==> src/rtl/i2c_ram_pkg.sv <==
`timescale 1ns/1ps
package i2c_ram_pkg;
    typedef enum logic [3:0] {
        ST_IDLE,
        ST_ADDR,
        ST_ADDR_ACK,
        ST_PTR,
        ST_PTR_ACK,
        ST_WR_BYTE,
        ST_WR_ACK,
        ST_RD_BYTE,
        ST_RD_ACK
    } slv_state_t;

    localparam int BYTE_W = 8;
endpackage

==> src/rtl/i2c_bus_frontend.sv <==
`timescale 1ns/1ps
module i2c_bus_frontend #(
    parameter int FILT_CYCLES = 3
) (
    input  logic clk,
    input  logic rst_n,
    input  logic scl_raw,
    input  logic sda_raw,
    output logic sda_f,
    output logic scl_rise,
    output logic scl_fall,
    output logic start_evt,
    output logic stop_evt
);
    localparam int CNT_W = $clog2(FILT_CYCLES + 1);
    localparam int LINES = 2;

    logic [LINES-1:0] raw_v;
    logic [LINES-1:0] filt_v;
    logic [LINES-1:0] prev_v;

    assign raw_v = {sda_raw, scl_raw};

    for (genvar g = 0; g < LINES; g++) begin : g_line
        logic [1:0]       sync_q;
        logic [CNT_W-1:0] run_q;
        logic             filt_q;

        always_ff @(posedge clk or negedge rst_n) begin
            if (!rst_n) begin
                sync_q <= 2'b11;
                run_q  <= '0;
                filt_q <= 1'b1;
            end else begin
                sync_q <= {sync_q[0], raw_v[g]};
                if (sync_q[1] != filt_q) begin
                    if (run_q == CNT_W'(FILT_CYCLES - 1)) begin
                        filt_q <= sync_q[1];
                        run_q  <= '0;
                    end else begin
                        run_q <= run_q + 1'b1;
                    end
                end else begin
                    run_q <= '0;
                end
            end
        end
        assign filt_v[g] = filt_q;
    end

    always_ff @(posedge clk or negedge rst_n) begin
        if (!rst_n) prev_v <= '1;
        else        prev_v <= filt_v;
    end

    assign sda_f     = filt_v[1];
    assign scl_rise  = filt_v[0] & ~prev_v[0];
    assign scl_fall  = ~filt_v[0] & prev_v[0];
    assign start_evt = filt_v[0] & prev_v[0] & prev_v[1] & ~filt_v[1];
    assign stop_evt  = filt_v[0] & prev_v[0] & ~prev_v[1] & filt_v[1];
endmodule

==> src/rtl/i2c_ram_array.sv <==
`timescale 1ns/1ps
module i2c_ram_array #(
    parameter int ADDR_W = 8,
    parameter int DATA_W = 8
) (
    input  logic              clk,
    input  logic              we,
    input  logic [ADDR_W-1:0] addr,
    input  logic [DATA_W-1:0] wdata,
    output logic [DATA_W-1:0] rdata
);
    localparam int DEPTH = 1 << ADDR_W;

    logic [DATA_W-1:0] cells [DEPTH];

    always_ff @(posedge clk) begin
        if (we) cells[addr] <= wdata;
    end

    assign rdata = cells[addr];
endmodule

==> src/rtl/i2c_ram_ctrl.sv <==
`timescale 1ns/1ps
module i2c_ram_ctrl
    import i2c_ram_pkg::*;
#(
    parameter int         ADDR_W = 8,
    parameter logic [3:0] DEV_ID = 4'b1010
) (
    input  logic              clk,
    input  logic              rst_n,
    input  logic              scl_rise,
    input  logic              scl_fall,
    input  logic              start_evt,
    input  logic              stop_evt,
    input  logic              sda_f,
    input  logic [2:0]        sel_addr,
    input  logic [BYTE_W-1:0] rd_data,
    output logic              sda_oe,
    output logic              mem_we,
    output logic [ADDR_W-1:0] mem_addr,
    output logic [BYTE_W-1:0] mem_wdata,
    output slv_state_t        state_o
);
    localparam int BIT_CW = $clog2(BYTE_W + 1);
    localparam logic [BIT_CW-1:0] FULL_CNT = BIT_CW'(BYTE_W);
    localparam logic [BIT_CW-1:0] LAST_TX  = BIT_CW'(BYTE_W - 1);

    slv_state_t        state;
    logic [BIT_CW-1:0] bit_cnt;
    logic [BYTE_W-1:0] shreg;
    logic [ADDR_W-1:0] ptr;
    logic              dir_rd;
    logic              host_ack;
    logic              rx_phase;
    logic              byte_done;

    assign rx_phase  = (state == ST_ADDR) || (state == ST_PTR) || (state == ST_WR_BYTE);
    assign byte_done = scl_fall && (bit_cnt == FULL_CNT);

    // state register and datapath
    always_ff @(posedge clk or negedge rst_n) begin
        if (!rst_n) begin
            state    <= ST_IDLE;
            bit_cnt  <= '0;
            shreg    <= '0;
            ptr      <= '0;
            dir_rd   <= 1'b0;
            host_ack <= 1'b0;
        end else if (stop_evt) begin
            state <= ST_IDLE;
        end else if (start_evt) begin
            state   <= ST_ADDR;
            bit_cnt <= '0;
        end else begin
            if (rx_phase && scl_rise && bit_cnt != FULL_CNT) begin
                shreg   <= {shreg[BYTE_W-2:0], sda_f};
                bit_cnt <= bit_cnt + 1'b1;
            end
            unique case (state)
                ST_IDLE: ;
                ST_ADDR: begin
                    if (byte_done) begin
                        if (shreg[BYTE_W-1:1] == {DEV_ID, sel_addr}) begin
                            dir_rd <= shreg[0];
                            state  <= ST_ADDR_ACK;
                        end else begin
                            state <= ST_IDLE;
                        end
                    end
                end
                ST_ADDR_ACK: begin
                    if (scl_fall) begin
                        bit_cnt <= '0;
                        if (dir_rd) begin
                            shreg <= rd_data;
                            ptr   <= ptr + 1'b1;
                            state <= ST_RD_BYTE;
                        end else begin
                            state <= ST_PTR;
                        end
                    end
                end
                ST_PTR: begin
                    if (byte_done) begin
                        ptr   <= shreg[ADDR_W-1:0];
                        state <= ST_PTR_ACK;
                    end
                end
                ST_PTR_ACK: begin
                    if (scl_fall) begin
                        bit_cnt <= '0;
                        state   <= ST_WR_BYTE;
                    end
                end
                ST_WR_BYTE: begin
                    if (byte_done) begin
                        ptr   <= ptr + 1'b1;
                        state <= ST_WR_ACK;
                    end
                end
                ST_WR_ACK: begin
                    if (scl_fall) begin
                        bit_cnt <= '0;
                        state   <= ST_WR_BYTE;
                    end
                end
                ST_RD_BYTE: begin
                    if (scl_fall) begin
                        if (bit_cnt == LAST_TX) begin
                            state <= ST_RD_ACK;
                        end else begin
                            shreg   <= {shreg[BYTE_W-2:0], 1'b1};
                            bit_cnt <= bit_cnt + 1'b1;
                        end
                    end
                end
                ST_RD_ACK: begin
                    if (scl_rise) host_ack <= ~sda_f;
                    if (scl_fall) begin
                        if (host_ack) begin
                            shreg   <= rd_data;
                            ptr     <= ptr + 1'b1;
                            bit_cnt <= '0;
                            state   <= ST_RD_BYTE;
                        end else begin
                            state <= ST_IDLE;
                        end
                    end
                end
                default: state <= ST_IDLE;
            endcase
        end
    end

    // outputs
    always_comb begin
        sda_oe = 1'b0;
        unique case (state)
            ST_ADDR_ACK, ST_PTR_ACK, ST_WR_ACK: sda_oe = 1'b1;
            ST_RD_BYTE:                         sda_oe = ~shreg[BYTE_W-1];
            default:                            sda_oe = 1'b0;
        endcase
    end

    assign mem_we    = (state == ST_WR_BYTE) && byte_done && !start_evt && !stop_evt;
    assign mem_addr  = ptr;
    assign mem_wdata = shreg;
    assign state_o   = state;
endmodule

==> src/rtl/i2c_ram_slave.sv <==
`timescale 1ns/1ps
module i2c_ram_slave
    import i2c_ram_pkg::*;
#(
    parameter int         ADDR_W      = 8,
    parameter int         FILT_CYCLES = 3,
    parameter logic [3:0] DEV_ID      = 4'b1010
) (
    input  logic       clk,
    input  logic       rst_n,
    input  logic [2:0] sel_addr,
    input  logic       scl_i,
    input  logic       sda_i,
    output logic       sda_oe
);
    logic              sda_f;
    logic              scl_rise;
    logic              scl_fall;
    logic              start_evt;
    logic              stop_evt;
    logic              mem_we;
    logic [ADDR_W-1:0] word_ptr;
    logic [BYTE_W-1:0] mem_wdata;
    logic [BYTE_W-1:0] mem_rdata;
    slv_state_t        ctl_state;

    i2c_bus_frontend #(.FILT_CYCLES(FILT_CYCLES)) u_front (
        .clk       (clk),
        .rst_n     (rst_n),
        .scl_raw   (scl_i),
        .sda_raw   (sda_i),
        .sda_f     (sda_f),
        .scl_rise  (scl_rise),
        .scl_fall  (scl_fall),
        .start_evt (start_evt),
        .stop_evt  (stop_evt)
    );

    i2c_ram_ctrl #(.ADDR_W(ADDR_W), .DEV_ID(DEV_ID)) u_ctrl (
        .clk       (clk),
        .rst_n     (rst_n),
        .scl_rise  (scl_rise),
        .scl_fall  (scl_fall),
        .start_evt (start_evt),
        .stop_evt  (stop_evt),
        .sda_f     (sda_f),
        .sel_addr  (sel_addr),
        .rd_data   (mem_rdata),
        .sda_oe    (sda_oe),
        .mem_we    (mem_we),
        .mem_addr  (word_ptr),
        .mem_wdata (mem_wdata),
        .state_o   (ctl_state)
    );

    i2c_ram_array #(.ADDR_W(ADDR_W), .DATA_W(BYTE_W)) u_mem (
        .clk   (clk),
        .we    (mem_we),
        .addr  (word_ptr),
        .wdata (mem_wdata),
        .rdata (mem_rdata)
    );
endmodule

==> config.mk <==
export PLATFORM = sky130hd
export DESIGN_NAME = i2c_ram_slave
export DESIGN_NICKNAME = d
export VERILOG_FILES = /design/src/rtl/i2c_ram_pkg.sv /design/src/rtl/i2c_bus_frontend.sv /design/src/rtl/i2c_ram_array.sv /design/src/rtl/i2c_ram_ctrl.sv /design/src/rtl/i2c_ram_slave.sv
export SDC_FILE = /design/constraint.sdc
export NUM_CORES = 2
export LEC_CHECK = 0
export BUFFER_PORTS_ARGS = -buffer_cell sky130_fd_sc_hd__buf_2
export CORE_ASPECT_RATIO = 0.75
export CORE_MARGIN = 8
export CORE_UTILIZATION = 35
export CTS_BUF_LIST = sky130_fd_sc_hd__clkbuf_8 sky130_fd_sc_hd__clkbuf_16
export DETAILED_ROUTE_END_ITERATION = 10
export HOLD_SLACK_MARGIN = 0.12
export SYNTH_ARGS = -nofsm -noshare
export SYNTH_HDL_FRONTEND = slang
export SYNTH_HIERARCHICAL = 1
export SYNTH_SLANG_ARGS = --single-unit
==> constraint.sdc <==
create_clock -name clk -period 6.4 [get_ports clk]
set_input_delay 0 -clock clk [delete_from_list [all_inputs] [get_ports clk]]
set_output_delay 0 -clock clk [all_outputs]
set_load 0.01 [all_outputs]
; Word level (Yosys, flattened, before mapping)
; Memory sizes are Yosys's and may differ from the RTL's.
; Cells that the tools add are included.
; W data, S select, Z words.
[word_totals]
reg_bits = 38
mem_bits_rw = 2048
inputBits = 7
out_inout_bits = 1
mem_count = 1
[op_classes]
add_sub_neg = 4
n_eq_ne = 31
mux = 44
n_bitwise = 14
reduce_logical = 21
[memory_table]
columns = memory, depth, word_bits, rd, rd_ports_with_merged_regs, write_ports, line
row1 = u_mem.cells, 256, 8, 1, 0, 1, i2c_ram_array.sv:14  ; logic [DATA_W-1:0] cells [DEPTH];
[op_table]
columns = operator, n
row1 = $mux W8, 13
row2 = $mux W4, 17
row3 = $ne A4 B1 Y1 const B, 8
row4 = $pmux W4 S8, 1
row5 = $pmux W8 S4, 1
row6 = $pmux W8 S3, 1
row7 = $eq A4 B3 Y1 const B, 5
row8 = $reduce_and A9 Y1, 2
row9 = $ne A2 B1 Y1 const B, 6
row10 = $pmux W4 S3, 1
row11 = $mux W2, 5
row12 = $add A8 B1 Y8 const B, 1
row13 = $eq A4 B2 Y1 const B, 2
row14 = $eq A4 B4 Y1 const B, 2
row15 = $and A1 B1 Y1, 7
row16 = $eq A7 B7 Y1, 1
row17 = $not A1 Y1, 7
row18 = $logic_and A1 B1 Y1, 6
row19 = $mux W3, 2
row20 = $reduce_and A2 Y1, 3
row21 = $reduce_and A5 Y1, 1
row22 = $add A2 B1 Y2 const B, 2
row23 = $add A4 B1 Y4 const B, 1
row24 = $eq A2 B2 Y1 const B, 2
row25 = 13 further kinds, 17

; Longest topological paths before layout
[logic_depth]
depth_word = 10
ltp_mapped = 12
depth_no_buf = 8

; By module
; Netlist, hierarchy kept.
[by_module_without_submodules]
columns = mod, instances, cells_per_inst, area_per_inst_um2, seq_area_each_um2
row1 = i2c_ram_array, 1, 3539, 78332.6, 61499.0
row2 = i2c_ram_ctrl, 1, 251, 2045.7, 650.6
row3 = i2c_bus_frontend, 1, 27, 445.4, 310.3

; Worst setup path before layout
; Ideal clock, no wire load.
[synth_timing]
path_type = register to register
start = register u_ctrl.shreg[7], in the netlist u_ctrl/mem_wdata[7]
end = register u_ctrl.dir_rd
arrival_ns = 4.621
slack_ns = 1.636
path_stages_with_launch = 6
n_path_buf = 0
path_cell_list = dfrtp_1 -> or4bb_1 -> nor4_1 -> nand4_1 -> nor3_1 -> mux2_2
[synth_via]
elab_chain_cells = 2
[synth_lines]
columns = item, line
row1 = "start, declared", i2c_ram_ctrl.sv:29  ; logic [BYTE_W-1:0] shreg;
row2 = "start signal, assigned", i2c_ram_ctrl.sv:55  ; shreg <= {shreg[BYTE_W-2:0], sda_f};
row3 = "start signal, assigned", i2c_ram_ctrl.sv:74  ; shreg <= rd_data;
row4 = "start signal, assigned", i2c_ram_ctrl.sv:111  ; shreg <= {shreg[BYTE_W-2:0], 1'b1};
row5 = $eq A7 B7 Y1, i2c_ram_ctrl.sv:62  ; if (shreg[BYTE_W-1:1] == {DEV_ID, sel_addr}) begin
row6 = $reduce_and A5 Y1 (no source line), --
row7 = "end signal, assigned", i2c_ram_ctrl.sv:63  ; dir_rd <= shreg[0];
row8 = "end, declared", i2c_ram_ctrl.sv:31  ; logic dir_rd;
; Every way passes these cells.
; A chain may end at the register's enable or synchronous reset.

; Worst setup path in the final report
[layout_timing]
start = register u_ctrl.ptr[0], in the netlist u_ctrl/mem_addr[0]
end = register u_ctrl.shreg[1], in the netlist u_ctrl/mem_wdata[1]
[layout_via]
elab_chain_cells = 4
word_cells_on_any_way = 6
classes_between = mux: 5 / memory: 1
[layout_lines]
columns = item, line
row1 = "start, declared", i2c_ram_ctrl.sv:30  ; logic [ADDR_W-1:0] ptr;
row2 = "start signal, assigned", i2c_ram_ctrl.sv:75  ; ptr <= ptr + 1'b1;
row3 = "start signal, assigned", i2c_ram_ctrl.sv:84  ; ptr <= shreg[ADDR_W-1:0];
row4 = "start signal, assigned", i2c_ram_ctrl.sv:96  ; ptr <= ptr + 1'b1;
row5 = $mem_v2 Z256 W8 (*), --
row6 = net mem_rdata[1], i2c_ram_slave.sv:24  ; logic [BYTE_W-1:0] mem_rdata;
row7 = $mux W8 (on tied branches), "i2c_ram_ctrl.sv:119, i2c_ram_ctrl.sv:73"
row8 = $mux W8 (on tied branches), "i2c_ram_ctrl.sv:118, i2c_ram_ctrl.sv:71"
row9 = $pmux W8 S3 (*), i2c_ram_ctrl.sv:58  ; unique case (state)
row10 = "end signal, assigned", i2c_ram_ctrl.sv:55
row11 = "end signal, assigned", i2c_ram_ctrl.sv:74
row12 = "end signal, assigned", i2c_ram_ctrl.sv:120  ; shreg <= rd_data;
; The timed path passes the listed nets; every way through them passes the cells marked *.

==> results.py <==
metrics = {
    "yosys": {
        "flip_flop_and_latch_count_after_synthesis": 2086,
        "synth_most_common_cell": "edfxtp_1",
        "synth_top_family_by_area": "multiplexers",
        "top_cells_by_instance_count_after_synthesis": "edfxtp_1, mux4_2, nor2_1, a22oi_1, a21oi_1",
        "yosys_warnings": 6,
        "fraction_of_the_mapped_netlist_area_in_simple_logic_gates": 0.0242,
        "synth_edf_count": 2048,
        "synth_top_area_frac": 0.761,
        "yosys_most_used_dff": "edfxtp_1",
        "synthesis.area_mm2": 0.0808,
        "synthTopCellsByArea": "edfxtp_1, mux4_2, a22oi_1, nor2_1, a21oi_1",
        "synthArstFlopShare": 0.0182,
        "syn-instance-count": 3817,
        "synth.area.mux_share": 0.144,
        "synth.yosys.seq_area_share": 0.773,
        "mappedNetlistNets": 3827,
        "post_synthesis_compound_gate_area_fraction": 0.0429,
        "synthXorXnorAreaFrac": 0.000650,
        "postSynthAreaPerCell_um2": 21.2,
        "post_synth_fa_ha_maj_area_fraction": 0.000464,
        "post_synth_num_cell_types": 66,
        "synth.largest_area_cell": "edfxtp_1",
    },
    "sta": {
        "setup-violations-final": 0,
        "worst_clock_skew_ns": 0.0412,
        "setup_total_negative_slack_ns": 0,
        "fin_ws_ns": 1.51,
        "hold_viol": 0,
        "whs_ns": 0.287,
        "grt_setup_unrepaired": "false",
        "fmax_mhz": 205,
        "post-route-min-period_ns": 4.89,
        "slew_headroom": -0.0164,
        "finalMaxSlewViolations": 31,
        "timing.final.crit_share": 0.764,
        "max_slew.worst_pin.slew_ns": 1.52,
    },
    "power": {
        "clock_power_share": 0.283,
        "report.power.total_w": 0.0394,
        "ir_drop_mv": 0.374,
        "p_switching_w": 0.0124,
        "power.combinational.fraction": 0.274,
        "power_switching_share": 0.314,
        "power.density_mw_per_mm2": 434,
        "internal_power_of_the_cells_w": 0.0270,
        "leakagePower_nw": 26.9,
        "seqPwrFrac": 0.443,
    },
    "critical_path": {
        "timing.critical_path.fanout_max": 33,
        "timing.critical_path.mode_cell": "a21oi_1",
        "cpPeakStageDelay_ns": 1.18,
        "cpMaxStageDelayCell": "o41ai_1",
        "end_kind": "register",
        "r2r_start": "u_ctrl/mem_addr[0]$_DFFE_PN0P_",
        "worst-r2r-setup-slack_ns": 1.51,
        "cp.arrival_ns": 5.58,
        "critical_path_cell_sequence": "buf_4 > mux4_2 > a22oi_1 > a21oi_1 > o41ai_1 > nand4_1 > a221oi_1 > a21oi_1 > o21a_1",
        "required_worst_endpoint_ns": 7.09,
        "cp.buffers_inverters": 1,
        "cpLargestDelayFamily": "compound AO/OA/AOI/OAI gates",
        "crit_path_start_kind": "register",
        "path_class": "register to register",
        "crit_path_start": "u_ctrl/mem_addr[0]$_DFFE_PN0P_",
    },
    "clocking": {
        "cts.sinks": 2086,
        "worst_skew_pair.late_latency_ns": 0.84,
        "post-cts-setup-buffers": 0,
        "htreeDepth": 4,
        "clock_tree_from_tritoncts": "done",
        "clock_pin_slew_on_the_worst_setup_and_hold_paths_ns": 0.07,
        "cts_max_path_buffers": 4,
        "cts_hold_buf": 9,
        "ctsResizeCount": 0,
        "tritoncts.num_buffers": 194,
        "clockRootBuffer": "clkbuf_16",
    },
    "global_routing": {
        "global_route.overflow_total": 0,
        "grt_antenna_before_repair": 8,
        "number_of_global_route_vias_before_repair": 39500,
        "grt_max_degree": 235,
        "grt_pass1_wl_um": 287000,
        "track_usage": 0.157,
    },
    "detailed_routing": {
        "vias_after_detailed_routing": 40000,
        "detail_route.drc_violations": 0,
        "drt_first_pass_iters": 6,
        "antenna_violating_nets_post_route": 0,
        "dr.first_iter.drc_count": 5038,
        "routed_wire_length_per_instance_um": 27.8,
        "drt_wl_total_um": 198000,
        "viasPerCell": 5.61,
    },
    "floorplan": {
        "core_area_mm2": 0.229,
        "fp.dieH_um": 432,
        "fp.dieW_um": 571,
        "design.portCount": 8,
        "initial_core_util": 0.353,
        "fp.dieArea_mm2": 0.247,
        "fp-row-count": 152,
    },
    "layout": {
        "synthToLayoutAreaGrowth_pct": 12.5,
        "filler_cell_count": 20200,
        "area_occupied_by_multi_input_gates_mm2": 0.0173,
        "nNetsFinal": 3906,
        "regArea_mm2": 0.0625,
        "layoutNonFillerInstCount": 7123,
        "drive_gt1_frac": 0.237,
    },
    "place": {
        "dpl.hpwl_um": 116000,
        "globalplace.congestion": 0.808,
        "buffer_ports.inserted": 7,
        "dp_slack_ns": 1.52,
        "place.detailed.instances": 6771,
    },
    "outcome": {
        "failed_checks": "max-slew violations",
        "status": "complete, but fails checks",
    },
    "min_path": {
        "hold_path.class": "input pin to register",
        "min_from": "sel_addr[2]",
    },
    "job": {
        "max-cap-violations": 0,
    },
}
==> routing by layer <==
layer / share of wire / GRT usage / up-vias / routed length [um]
met1: 0.43 / 0.233 / 21600 / 85400
met4: 0.018 / 0.0313 / 0 / 3640
met5: 0 / 0 / - / 0
met2: 0.45 / 0.231 / 1867 / 88300
li1: - / - / 16200 / -
met3: 0.10 / 0.0430 / 271 / 20700
==> final timing paths <==
path / endpoint / cells past startpoint
worst min-delay path: u_ctrl/state_o[1]$_DFFE_PN0P_ / 6
worst max-delay path: u_ctrl/mem_wdata[1]$_DFFE_PN0P_ / 9
worst min register to register: u_front/g_line[1].sync_q[1]$_DFF_PN1_ / 0
max in group asynchronous: u_ctrl/mem_wdata[5]$_DFFE_PN0P_ / 4
min in group asynchronous: u_front/g_line[0].filt_q$_DFFE_PN1P_ / 3
worst max register to register: u_ctrl/mem_wdata[1]$_DFFE_PN0P_ / 9
==> layout make-up <==
type	instances	share of cell area
clock buffers	201	0.0548
inverters	9	0.000372
diodes	2	0.0000550
clock inverters	140	0.0115
repair buffers	134	0.0136
multi-input cells	1471	0.190
well taps	3080	0.0424
flip-flops and latches	2086	0.687
==> cells in the final DEF (no fill, tap or decap), drive strengths merged, types with 44 or more instances in the layout <==
master	instances
inv	54
clkbuf	201
a22oi	257
mux4	512
nor2	260
clkinv	74
a21oi	154
buf	126
edfxtp	2048
nand2	44
==> worst reg2reg max path, delay by kind of cell, from the launching register on <==
family | cells | cell delay (ns)
simple gates | 1 | 0.21
mux | 1 | 0.60
compound gates | 6 | 2.26
flops | 1 | 0.99
buf+inv | 1 | 0.70
==> metrics by stage <==
stage / cell area (um^2) / utilization
finish: 90900 / 0.397
global route: 90900 / 0.397
CTS: 90900 / 0.397
detailed placement: 84800 / 0.370
global placement: 84800 / 0.370
floorplan: 80800 / -
==> power by group through the flow <==
stage / clock [W] / combinational, W / sequential (W)
floorplan: 0 / 0.00655 / 0.0183
global placement: 0 / 0.0108 / 0.0177
detailed placement: 0 / 0.0109 / 0.0178
CTS: 0.0114 / 0.0109 / 0.0175
global route: 0.0119 / 0.0115 / 0.0175
finish: 0.0112 / 0.0108 / 0.0175
==> flip-flops by register name, indices dropped and copies added, names as in the netlist, 2 cells and up <==
| signal | flops |
|---|---|
| u_ctrl/mem_addr | 8 |
| u_front/prev_v | 2 |
| u_front/g_line.run_q | 4 |
| u_ctrl/bit_cnt | 4 |
| u_mem/cells | 2048 |
| u_ctrl/mem_wdata | 8 |
| u_front/g_line.sync_q | 4 |
| u_ctrl/state_o | 4 |
==> kinds of logic after synthesis <==
kind of cell / Yosys count
AND/OR/NAND/NOR: 433
XOR/XNOR: 6
buffers and inverters: 260
multiplexers: 519
AO/OA/AOI/OAI: 510
flip-flops: 2086
adder cells (fa/ha/maj): 3
(Power assumes the default switching activity.)
